--- config.mk ---
export PLATFORM = sky130hd
export DESIGN_NAME = tex_mode_predictor
export DESIGN_NICKNAME = d
export VERILOG_FILES = /design/src/rtl/tmp_pkg.sv /design/src/rtl/lmp_window.sv /design/src/rtl/lmp_delta.sv /design/src/rtl/tex_mode_predictor.sv
export SDC_FILE = /design/constraint.sdc
export NUM_CORES = 1
export LEC_CHECK = 0
export BUFFER_PORTS_ARGS = -buffer_cell sky130_fd_sc_hd__clkbuf_2
export CORE_MARGIN = 2
export CORE_UTILIZATION = 55
export CTS_BUF_LIST = sky130_fd_sc_hd__clkbuf_8
export CTS_CLUSTER_DIAMETER = 50
export DETAILED_ROUTE_END_ITERATION = 16
export GPL_TIMING_DRIVEN = 0
export PLACE_DENSITY = 0.84
export SLEW_MARGIN = 20
export SYNTH_ARGS = -nofsm -noshare
export SYNTH_HDL_FRONTEND = slang
export SYNTH_SLANG_ARGS = --single-unit
--- constraint.sdc ---
create_clock -name clk -period 17.7 [get_ports clk]
set_clock_uncertainty 0.2 [all_clocks]
set_input_delay 4.425 -clock clk [delete_from_list [all_inputs] [get_ports clk]]
set_output_delay 4.425 -clock clk [all_outputs]
set_load 0.05 [all_outputs]
--- src/rtl/tmp_pkg.sv ---
package tmp_pkg;

  typedef enum logic {
    MODE_DIRECT = 1'b0,
    MODE_CACHE  = 1'b1
  } fetch_mode_e;

  function automatic int ceil_div(input int num, input int den);
    return (num + den - 1) / den;
  endfunction

endpackage

--- src/rtl/lmp_window.sv ---
module lmp_window #(
  parameter int COORD_W  = 8,
  parameter int BLK_LOG2 = 2,
  parameter int DEPTH    = 4,
  localparam int PTR_W   = (DEPTH > 1) ? $clog2(DEPTH) : 1,
  localparam int CNT_W   = $clog2(DEPTH + 1)
) (
  input  logic               clk,
  input  logic               rst,
  input  logic               push,
  input  logic               pop,
  input  logic [COORD_W-1:0] wr_u,
  input  logic [COORD_W-1:0] wr_v,
  output logic [CNT_W-1:0]   count,
  output logic [COORD_W-1:0] head_u,
  output logic [COORD_W-1:0] head_v,
  output logic               same_blk
);

  localparam int BLK_W = COORD_W - BLK_LOG2;

  logic [COORD_W-1:0] mem_u [DEPTH];
  logic [COORD_W-1:0] mem_v [DEPTH];
  logic [PTR_W-1:0]   wr_ptr, rd_ptr;
  logic [DEPTH-1:0]   hit;

  always_ff @(posedge clk) begin
    if (push) begin
      mem_u[wr_ptr] <= wr_u;
      mem_v[wr_ptr] <= wr_v;
    end
  end

  always_ff @(posedge clk) begin
    if (rst) begin
      wr_ptr <= '0;
      rd_ptr <= '0;
      count  <= '0;
    end else begin
      if (push) wr_ptr <= (wr_ptr == PTR_W'(DEPTH - 1)) ? '0 : wr_ptr + 1'b1;
      if (pop)  rd_ptr <= (rd_ptr == PTR_W'(DEPTH - 1)) ? '0 : rd_ptr + 1'b1;
      if (push && !pop)      count <= count + 1'b1;
      else if (pop && !push) count <= count - 1'b1;
    end
  end

  assign head_u = mem_u[rd_ptr];
  assign head_v = mem_v[rd_ptr];

  assign hit[0] = 1'b0;
  for (genvar k = 1; k < DEPTH; k++) begin : g_look
    logic [PTR_W-1:0] idx;
    logic [PTR_W:0]   sum;
    assign sum    = {1'b0, rd_ptr} + (PTR_W + 1)'(k);
    assign idx    = (sum >= (PTR_W + 1)'(DEPTH)) ? PTR_W'(sum - (PTR_W + 1)'(DEPTH)) : PTR_W'(sum);
    assign hit[k] = (CNT_W'(k) < count) &&
                    (mem_u[idx][COORD_W-1 -: BLK_W] == head_u[COORD_W-1 -: BLK_W]) &&
                    (mem_v[idx][COORD_W-1 -: BLK_W] == head_v[COORD_W-1 -: BLK_W]);
  end

  assign same_blk = |hit;


  cnt_bound_chk: assert property (@(posedge clk) disable iff (rst)
    count <= CNT_W'(DEPTH));


  cnt_step_chk: assert property (@(posedge clk) disable iff (rst)
    (push && !pop) |=> (count == $past(count) + 1'b1));

endmodule

--- src/rtl/lmp_delta.sv ---
module lmp_delta #(
  parameter int COORD_W  = 8,
  parameter int NBLOCK   = 16,
  parameter int NACC_MIN = 3,
  localparam int PROD_W  = 2 * COORD_W + $clog2(NACC_MIN + 1) + $clog2(NBLOCK + 1)
) (
  input  logic [COORD_W-1:0] cur_u,
  input  logic [COORD_W-1:0] cur_v,
  input  logic [COORD_W-1:0] prev_u,
  input  logic [COORD_W-1:0] prev_v,
  input  logic               prev_ok,
  output logic               worth
);

  logic [COORD_W-1:0] du, dv, du_c, dv_c;
  logic [PROD_W-1:0]  prod;

  always_comb begin
    du   = (cur_u >= prev_u) ? cur_u - prev_u : prev_u - cur_u;
    dv   = (cur_v >= prev_v) ? cur_v - prev_v : prev_v - cur_v;
    du_c = (du == '0) ? COORD_W'(1) : du;
    dv_c = (dv == '0) ? COORD_W'(1) : dv;
    prod = PROD_W'(NACC_MIN) * PROD_W'(du_c) * PROD_W'(dv_c);
    worth = prev_ok && (prod <= PROD_W'(NBLOCK));
  end

endmodule

--- src/rtl/tex_mode_predictor.sv ---
module tex_mode_predictor #(
  parameter int COORD_W  = 8,
  parameter int BLK_LOG2 = 2,
  parameter int DEPTH    = 4,
  parameter int C_DIRECT = 8
) (
  input  logic               clk,
  input  logic               rst,
  input  logic               in_valid,
  output logic               in_ready,
  input  logic [COORD_W-1:0] in_u,
  input  logic [COORD_W-1:0] in_v,
  output logic               out_valid,
  input  logic               out_ready,
  output logic [COORD_W-1:0] out_u,
  output logic [COORD_W-1:0] out_v,
  output logic               out_mode
);
  import tmp_pkg::*;

  localparam int NBLOCK   = 1 << (2 * BLK_LOG2);
  localparam int NACC_MIN = ceil_div(C_DIRECT + NBLOCK - 1, C_DIRECT);
  localparam int CNT_W    = $clog2(DEPTH + 1);

  logic [CNT_W-1:0]   count;
  logic [COORD_W-1:0] head_u, head_v, prev_u, prev_v;
  logic               prev_ok, same_blk, worth, push, pop, out_free;
  fetch_mode_e        pick;

  assign in_ready = (count < CNT_W'(DEPTH));
  assign push     = in_valid && in_ready;
  assign out_free = !out_valid || out_ready;
  assign pop      = (count != '0) && ((count == CNT_W'(DEPTH)) || !in_valid) && out_free;

  lmp_window #(.COORD_W(COORD_W), .BLK_LOG2(BLK_LOG2), .DEPTH(DEPTH)) u_window (
    .clk(clk), .rst(rst), .push(push), .pop(pop), .wr_u(in_u), .wr_v(in_v),
    .count(count), .head_u(head_u), .head_v(head_v), .same_blk(same_blk)
  );

  lmp_delta #(.COORD_W(COORD_W), .NBLOCK(NBLOCK), .NACC_MIN(NACC_MIN)) u_delta (
    .cur_u(head_u), .cur_v(head_v), .prev_u(prev_u), .prev_v(prev_v),
    .prev_ok(prev_ok), .worth(worth)
  );

  assign pick = (worth || same_blk) ? MODE_CACHE : MODE_DIRECT;

  always_ff @(posedge clk) begin
    if (rst) begin
      out_valid <= 1'b0;
      out_u     <= '0;
      out_v     <= '0;
      out_mode  <= 1'b0;
      prev_u    <= '0;
      prev_v    <= '0;
      prev_ok   <= 1'b0;
    end else if (pop) begin
      out_valid <= 1'b1;
      out_u     <= head_u;
      out_v     <= head_v;
      out_mode  <= pick;
      prev_u    <= head_u;
      prev_v    <= head_v;
      prev_ok   <= 1'b1;
    end else if (out_ready) begin
      out_valid <= 1'b0;
    end
  end


  hold_chk: assert property (@(posedge clk) disable iff (rst)
    (out_valid && !out_ready) |=> (out_valid && $stable(out_u) && $stable(out_v) && $stable(out_mode)));


  full_issue_chk: assert property (@(posedge clk) disable iff (rst)
    ((count == CNT_W'(DEPTH)) && (!out_valid || out_ready)) |=> (out_valid && (count == CNT_W'(DEPTH - 1))));


  idle_issue_chk: assert property (@(posedge clk) disable iff (rst)
    (!in_valid && (count != '0) && (!out_valid || out_ready)) |=> out_valid);


  look_cache_chk: assert property (@(posedge clk) disable iff (rst)
    (pop && same_blk) |=> out_mode);


  first_direct_chk: assert property (@(posedge clk) disable iff (rst)
    (pop && !prev_ok && !same_blk) |=> !out_mode);

endmodule

# After elaboration in Yosys (flattened, before gate mapping)

Memory sizes are Yosys's and may differ from the RTL's. A register that Yosys moved wholly into a read port is not among the register bits.
Index checks and enable logic that the tools add are counted.

Flip-flop bits (word level): 26
Input port bits: 20
Memories: 2
Memory bits (writable): 64
Output and inout port bits: 19

Memory list:

| memory         | words | bits a word | rd ports | clocked after memory_dff | wr ports | RTL line         | RTL |
|---|---|---|---|---|---|---|---|
| u_window.mem_u | 4     | 8           | 4        | 1                        | 1        | lmp_window.sv:22 | `logic [COORD_W-1:0] mem_u [DEPTH];` |
| u_window.mem_v | 4     | 8           | 4        | 1                        | 1        | lmp_window.sv:23 | `logic [COORD_W-1:0] mem_v [DEPTH];` |

Add/subtract/negate cells: 14
Equality and inequality tests: 9
Reductions and logical operators: 25
Muxes and demuxes: 20
$mul: 2
Magnitude comparators: 10

Operators with widths:

| operator                                                                    | number |
|---|---|
| 6-bit == test                                                               | 6 |
| 8-bit 2-to-1 mux                                                            | 4 |
| 8-bit subtractor                                                            | 4 |
| 18-bit by 5-bit <= comparator with 1-bit output, second input constant      | 1 |
| 10-bit by 8-bit multiplier with 18-bit output                               | 1 |
| 2-bit 2-to-1 mux                                                            | 9 |
| 8-bit >= comparator                                                         | 2 |
| 8-bit zero test                                                             | 2 |
| 1-bit logical AND                                                           | 12 |
| 2-bit by 8-bit multiplier with 10-bit output, first input constant          | 1 |
| 3-bit >= comparator, second input constant                                  | 3 |
| 2-bit by 2-bit adder with 3-bit output, second input constant               | 2 |
| 2-bit by 3-bit less-than comparator with 1-bit output, first input constant | 2 |
| 3-bit 2-to-1 mux                                                            | 2 |
| 2-bit by 1-bit subtractor with 2-bit output, second input constant          | 3 |
| 1-bit 2-to-1 mux                                                            | 5 |
| 2-bit by 1-bit adder with 2-bit output, second input constant               | 2 |
| 2-bit == test, second input constant                                        | 2 |
| 1-bit zero test                                                             | 4 |
| 2-bit nonzero test                                                          | 2 |
| 2-bit by 1-bit adder with 3-bit output, second input constant               | 1 |
| 3-bit by 1-bit adder with 3-bit output, second input constant               | 1 |
| 3-bit == test, second input constant                                        | 1 |
| 1-bit logical OR                                                            | 3 |
| other kinds (5)                                                             | 5 |

# Depth between registers and ports, before layout

Gate-level depths: netlist (run 1).

Depth in word-level cells: 10
Depth in mapped cells: 35
Mapped depth without buffers: 33

# By module

From an unflattened synthesis (run 1), not the netlist that was laid out.

Cell total of the unflattened synthesis: 922
Area total of the unflattened synthesis: 9571.7 µm²

By module, submodules not included:

| module             | instances | seq. area each (µm²) | cells an instance | area an instance (µm²) |
|---|---|---|---|---|
| lmp_delta          | 1         | 0.0                  | 599               | 4570.6 |
| lmp_window         | 1         | 2102.0               | 229               | 4072.7 |
| tex_mode_predictor | 1         | 380.4                | 94                | 928.4 |

# Least setup slack after synthesis (run 1)

Ideal clock, no wire load.

Path kind: register to register
From: register (tool-made name)
To: register out_mode
Path slack: 9486 ps
Data required time: 17404 ps
Arrival: 7918 ps
Cell stages (with the launch flop): 33
Cells stage by stage: dfxtp_1 > buf_2 > buf_2 > mux4_2 > clkbuf_1 > ha_1 > nand4_1 > a31oi_4 > nor3_1 > o21a_1 > or2_2 > inv_1 > ha_1 > and3_1 > a221o_1 > a21o_1 > xnor2_4 > or2_1 > fa_1 > inv_1 > fa_1 > fa_1 > inv_1 > fa_1 > inv_1 > ha_1 > nor2_1 > o221ai_1 > a2111oi_0 > o2111ai_1 > nor4_1 > o2111ai_1 > o41ai_2

RTL lines:

| what                   | RTL line                 | RTL |
|---|---|---|
| end signal: assignment | tex_mode_predictor.sv:60 | `out_mode <= pick;` |
| end: declaration       | tex_mode_predictor.sv:17 | `output logic out_mode` |

==> results of run 1 <==
==> cell usage after synthesis, types with 8 or more instances <==
master / instances
nand3_1: 9
nor2b_1: 8
xnor2_1: 30
or2_1: 9
dfxtp_1: 28
a21o_1: 17
mux4_2: 52
nor4_1: 9
nand2_1: 53
inv_1: 114
nand4_1: 14
a31oi_1: 9
xor2_1: 32
nor3_1: 12
clkbuf_1: 32
a21oi_1: 58
edfxtp_1: 64
ha_1: 84
nor2_1: 86
nand2b_1: 8
o21ai_0: 19
fa_1: 52
nor2_2: 8
==> metal layers <==
layer | part of all wire | routed length [um] | GRT usage
met5 | 0 | 0 | 0
met2 | 0.52 | 11020 | 0.4318
met4 | 0.037 | 794 | 0.1076
met3 | 0.049 | 1052 | 0.03378
met1 | 0.40 | 8424 | 0.2980
==> cell families (layout without fill, tap and decap cells) <==
logic type	after synthesis	after routing
multiplexers	61	61
AND/OR/NAND/NOR	252	252
XOR/XNOR	63	63
AO/OA/AOI/OAI	157	157
adder cells (fa/ha/maj)	136	136
flip-flops	92	92
buffers and inverters	162	215
==> worst paths after layout <==
kind	start	endpoint	depth (start not counted)
worst min register to register	prev_u[7]$_SDFFE_PP0P_	prev_u[7]$_SDFFE_PP0P_	2
worst min-delay path	prev_u[7]$_SDFFE_PP0P_	prev_u[7]$_SDFFE_PP0P_	2
worst max-delay path	flop	out_mode$_SDFFE_PP0P_	32
worst max register to register	flop	out_mode$_SDFFE_PP0P_	32
==> worst max-delay path: cells and delay by family, from the launching register on <==
family,cells,cell delay (ns)
and+or+nand+nor,6,1.16
DFF,1,0.32
buffers and inverters,6,1.55
AOI/OAI and AO/OA,10,2.11
xor gates and xnor gates,2,0.91
adders and majority gates,7,3.00
muxes,1,0.40
==> cell type report <==
| class | count | area [um^2] | area share |
|---|---|---|---|
| Sequential cell | 92 | 2482 | 0.2447 |
| Clock buffer | 10 | 137.6 | 0.01357 |
| Tap cell | 220 | 275.3 | 0.02714 |
| Buffer | 47 | 239.0 | 0.02356 |
| Multi-Input combinational cell | 669 | 6296 | 0.6207 |
| Clock inverter | 6 | 96.34 | 0.009498 |
| Timing Repair Buffer | 37 | 185.2 | 0.01826 |
| Inverter | 115 | 431.7 | 0.04256 |
==> metrics by stage <==
stage	util	cell area, um^2	instances	worst slack, ns
CTS	0.6074	10140	1196	8.055
floorplan	-	9449	923	9.486
detailed placement	0.5933	9910	1180	8.105
finish	0.6074	10140	1196	7.972
global placement	0.5933	9910	1180	8.373
global route	0.6074	10140	1196	7.331
==> registers in the layout (all words and copies together), names as in the netlist, named ones only <==
register / cells
prev_u: 8
u_window.mem_v: 32
u_window.mem_u: 32
prev_v: 8
u_window.wr_ptr: 2
u_window.count: 3
out_mode: 1
prev_ok: 1
out_valid: 1
u_window.rd_ptr: 2
==> summary.txt, run 1 <==
Congestion Overflow GR - 0
die area - 18,240 um^2
placed wire-length estimate - 16,840 um
CTS Buf Count - 9
first-pass GRT wire length - 34,960 um
global placer's final weighted congestion - 0.9264
asr flop ratio synth - 0
Nets - 1,127
status - completed
initial drt markers - 559
area growth from synthesis to layout - 7.349%
largest family of logic cells by synthesized area - adder cells
average wire per standard cell - 17.80 um
latest clock arrival within the worst-skew pair - 0.37 ns
Synthesized Nets - 1,079
Fill cells - 1,363
vias in the first global route - 7,150
critical path's most frequent cell - fa_1
f_max - 102.8 MHz
post-synthesis simple-gate area fraction - 0.1353
Synth Register Bits - 92
Fin Setup TNS - 0 ns
Worst path max stage delay - 0.61 ns
Arr. time, crit path - 9.82 ns
final setup fails - 0
worst reg-to-reg setup slack - 7.97 ns
H-Tree Level Count - 3
Synth Cell Area - 9449 um^2
Compound-Gate Fraction of Synth Area - 0.1152
vias per std cell - 5.988
critical path fanouts, max - 10
Vias - 7,162
multiplexer share of the synthesized area - 0.1340
leading cell types in the layout, fill and taps excluded - inv_1, nor2_1, ha_1
CTS tree - yes
XOR/XNOR Fraction of Synth Area - 0.06038
root buf cell - clkbuf_8
number of detailed-route iterations in the first pass - 5
Period Utilization, post-route - 0.5496
area share of fa/ha/maj cells after synthesis - 0.2214
share of the synthesized area in the top cell type - 0.2034
Clock Tree Buf Depth - 2
Starting Density - 0.5658
CTS Hold Bufs - 0
core area - 16,700 um^2
largest net degree at the start of global routing - 17
fraction of layout cells with a size suffix above 1 - 0.1598
Slew HR - 0.3354
Critical-path top delay cell - buf_1
critical path required time - 17.79 ns
cell accounting for the most synthesized area - edfxtp_1
post-route ant nets - 0
crit path kind - flop to flop
Synth area leaders - edfxtp_1, mux4_2, ha_1
standard-cell rows - 47
clk sink count - 92
Cell variety after synth - 77
Max Cap Viol - 0
number of flops mapped to enable cells by yosys - 64
Synth Instances - 923
GRT Total Usage - 0.2441
Synth Flop Type - edfxtp_1
initial antenna violation count - 0
Ports - 39
final hold violations - 0
clock transition at the registers of the reported paths - 0.09 ns
Routed WL - 21,290 um
Tmin final - 9.728 ns
most common cell after layout, fill and taps aside - inv_1
Die Y - 135.1 um
Startpoint Class - flop
warnings from Yosys - 0
RSZ-0062 raised after global routing - false
Post-CTS Setup Bufs - 0
n_diodes - 0
Fin Hold WS - 0.2880 ns
Worst-Margin Slew - 0.9898 ns
die width - 135.1 um
Remaining DRCs - 0
final slew viol count - 0
Hold WC Path Type - flop to flop
average size of a mapped cell - 10.24 um^2
sequential fraction of the synthesis area - 0.2627
PortBufs - 37
post-CTS sizing - 0
Crit. End Element - flop
Power of run 1 is left out: the tool's default activity adds up to more than one toggle a clock period on the data nets, which glitch-free logic cannot reach.
==> inputs of run 2 (changes only) <==
==> constraint.sdc (replaced) <==
create_clock -name clk -period 10.2 [get_ports clk]
set_clock_uncertainty 0.2 [all_clocks]
set_input_delay 2.55 -clock clk [delete_from_list [all_inputs] [get_ports clk]]
set_output_delay 2.55 -clock clk [all_outputs]
set_load 0.05 [all_outputs]
==> run 2 against run 1 <==
  * Setup slack lost 7.4 ns
  * Wire length shrank 0.16%
  * Register-to-register slack lost 7.4 ns
  * Cell area is essentially flat
  * Non-clock buffer count is the same
  * Global-route usage is the same
  * First-iteration DRC count shrank 7.3%
  * Sequential cell count is the same
  * Utilization is essentially flat
  * Die area is the same
  * Sequential share of layout area is essentially flat
  * Critical path type unchanged
  * Critical endpoint unchanged
  * Highest routed layer unchanged
==> summary.txt, run 2 (synthesized netlist as in run 1, its figures left out) <==
status - completed
Starting Density - 0.5658 (unchanged)
CP Buf/Inv Count - 6 (unchanged)
Fill cells - 1,363 (unchanged)
leading cell types in the layout, fill and taps excluded - inv_1, nor2_1, ha_1
Cells after DPL - 1,180 (unchanged)
Vias - 7,237 (+1.0%)
fin util - 0.6078 (about the same)
Congestion Overflow GR - 0 (unchanged)
H-Tree Level Count - 3 (unchanged)
Ports - 39 (unchanged)
largest net degree at the start of global routing - 17 (unchanged)
Die Y - 135.1 um (unchanged)
clk sink count - 92 (unchanged)
Crit. End Element - flop
Period Utilization, post-route - 0.9472 (+0.3976)
Arr. time, crit path - 9.75 ns (-0.07 ns)
crit path kind - flop to flop
CTS Buf Count - 9 (unchanged)
GRT Total Usage - 0.2441 (unchanged)
Hold WC Path Type - flop to flop
Nets - 1,127 (unchanged)
final setup fails - 0 (unchanged)
Worst-Margin Slew - 1.037 ns (+0.04729 ns)
first-pass GRT wire length - 34,960 um (unchanged)
area growth from synthesis to layout - 7.429% (about the same)
core area - 16,700 um^2 (unchanged)
CTS tree - yes
clock transition at the registers of the reported paths - 0.09 ns (about the same)
Tmin final - 9.662 ns (-0.06648 ns)
Remaining DRCs - 0 (unchanged)
number of detailed-route iterations in the first pass - 5 (unchanged)
critical path required time - 10.29 ns (-7.50 ns)
final slew viol count - 0 (unchanged)
multi-input logic area - 6304 um^2 (+0.12%)
placed wire-length estimate - 16,840 um (unchanged)
most common cell after layout, fill and taps aside - inv_1
f_max - 103.5 MHz (+0.69%)
vias in the first global route - 7,150 (unchanged)
Clock Tree Buf Depth - 2 (unchanged)
initial antenna violation count - 0 (unchanged)
final hold violations - 0 (unchanged)
PortBufs - 37 (unchanged)
Startpoint Class - flop
fraction of layout cells with a size suffix above 1 - 0.1609 (+0.001025)
vias per std cell - 6.051 (+1.0%)
standard-cell rows - 47 (unchanged)
post-route ant nets - 0 (unchanged)
critical path fanouts, max - 10 (unchanged)
global placer's final weighted congestion - 0.9264 (unchanged)
crit-path leading delay family - adder cells
Fin Setup TNS - 0 ns (unchanged)
Critical-path top delay cell - xor2_1
Top Registers - u_window.mem_u x32, u_window.mem_v x32
n_diodes - 0 (unchanged)
Max Cap Viol - 0 (unchanged)
Finished Layout Cells - 1,196 (unchanged)
Slew HR - 0.3036 (-0.03176)
Worst path max stage delay - 0.63 ns (+0.02 ns)
average wire per standard cell - 17.78 um (-0.16%)
die area - 18,240 um^2 (unchanged)
RSZ-0062 raised after global routing - false
CTS Hold Bufs - 0 (unchanged)
die width - 135.1 um (unchanged)
latest clock arrival within the worst-skew pair - 0.38 ns (about the same)
critical path's most frequent cell - fa_1
Post-CTS Setup Bufs - 0 (unchanged)
register area - 2482 um^2 (unchanged)
root buf cell - clkbuf_8
post-CTS sizing - 0 (unchanged)
initial drt markers - 518 (-7.3%)
Routed WL - 21,260 um (-0.16%)
[run 2: cell types whose count changed in the layout (fill, tap and decap cells not counted)]
cell	before	now
xnor2_1	30	29
xnor2_2	0	1
[run 2: cell type report]
class,count,area share
multi-input cells,669,0.6210
flip-flops and latches,92,0.2445
inverters,115,0.04252
well taps,220,0.02712
plain buffers,47,0.02354
repair buffers,37,0.01824
clock buffers,10,0.01356
clock inverters,6,0.009491
[run 2: path summary, 6_finish.rpt]
| path | start | endpoint | slack, ns | cells past startpoint |
|---|---|---|---|---|
| min reg2reg | prev_u[7]$_SDFFE_PP0P_ | prev_u[7]$_SDFFE_PP0P_ | 0.29 | 2 |
| min | prev_u[7]$_SDFFE_PP0P_ | prev_u[7]$_SDFFE_PP0P_ | 0.29 | 2 |
| max reg2reg | flop | out_mode$_SDFFE_PP0P_ | 0.54 | 30 |
| max | flop | out_mode$_SDFFE_PP0P_ | 0.54 | 30 |
[run 2: worst reg2reg max path, delay by kind of cell, from the launching register on]
kind | cells | cell delay [ns]
compound gates | 7 | 1.86
xor+xnor | 1 | 0.63
fa+ha+maj | 7 | 3.08
buf+inv | 6 | 1.47
flops | 1 | 0.32
mux | 2 | 0.86
simple gates | 7 | 1.19
[run 2: stage by stage]
step	cell area [um^2]	hold WS [ns]	setup slack (ns)
after floorplan	9449	0.2393	1.986
after global placement	9910	0.2679	0.8727
after detailed placement	9910	0.2708	0.6053
after CTS	10140	0.2825	0.5545
after global routing	10150	0.3201	0.003074
final	10150	0.2883	0.5384
[run 2: per-layer routing]
metal,vias up,global-route usage,routed length (um)
met5,-,0,0
met4,0,0.1076,848
met3,63,0.03378,1103
met2,294,0.4318,10980
met1,3545,0.2980,8329
li1,3335,-,-
Power of run 2 is left out for the same reason.
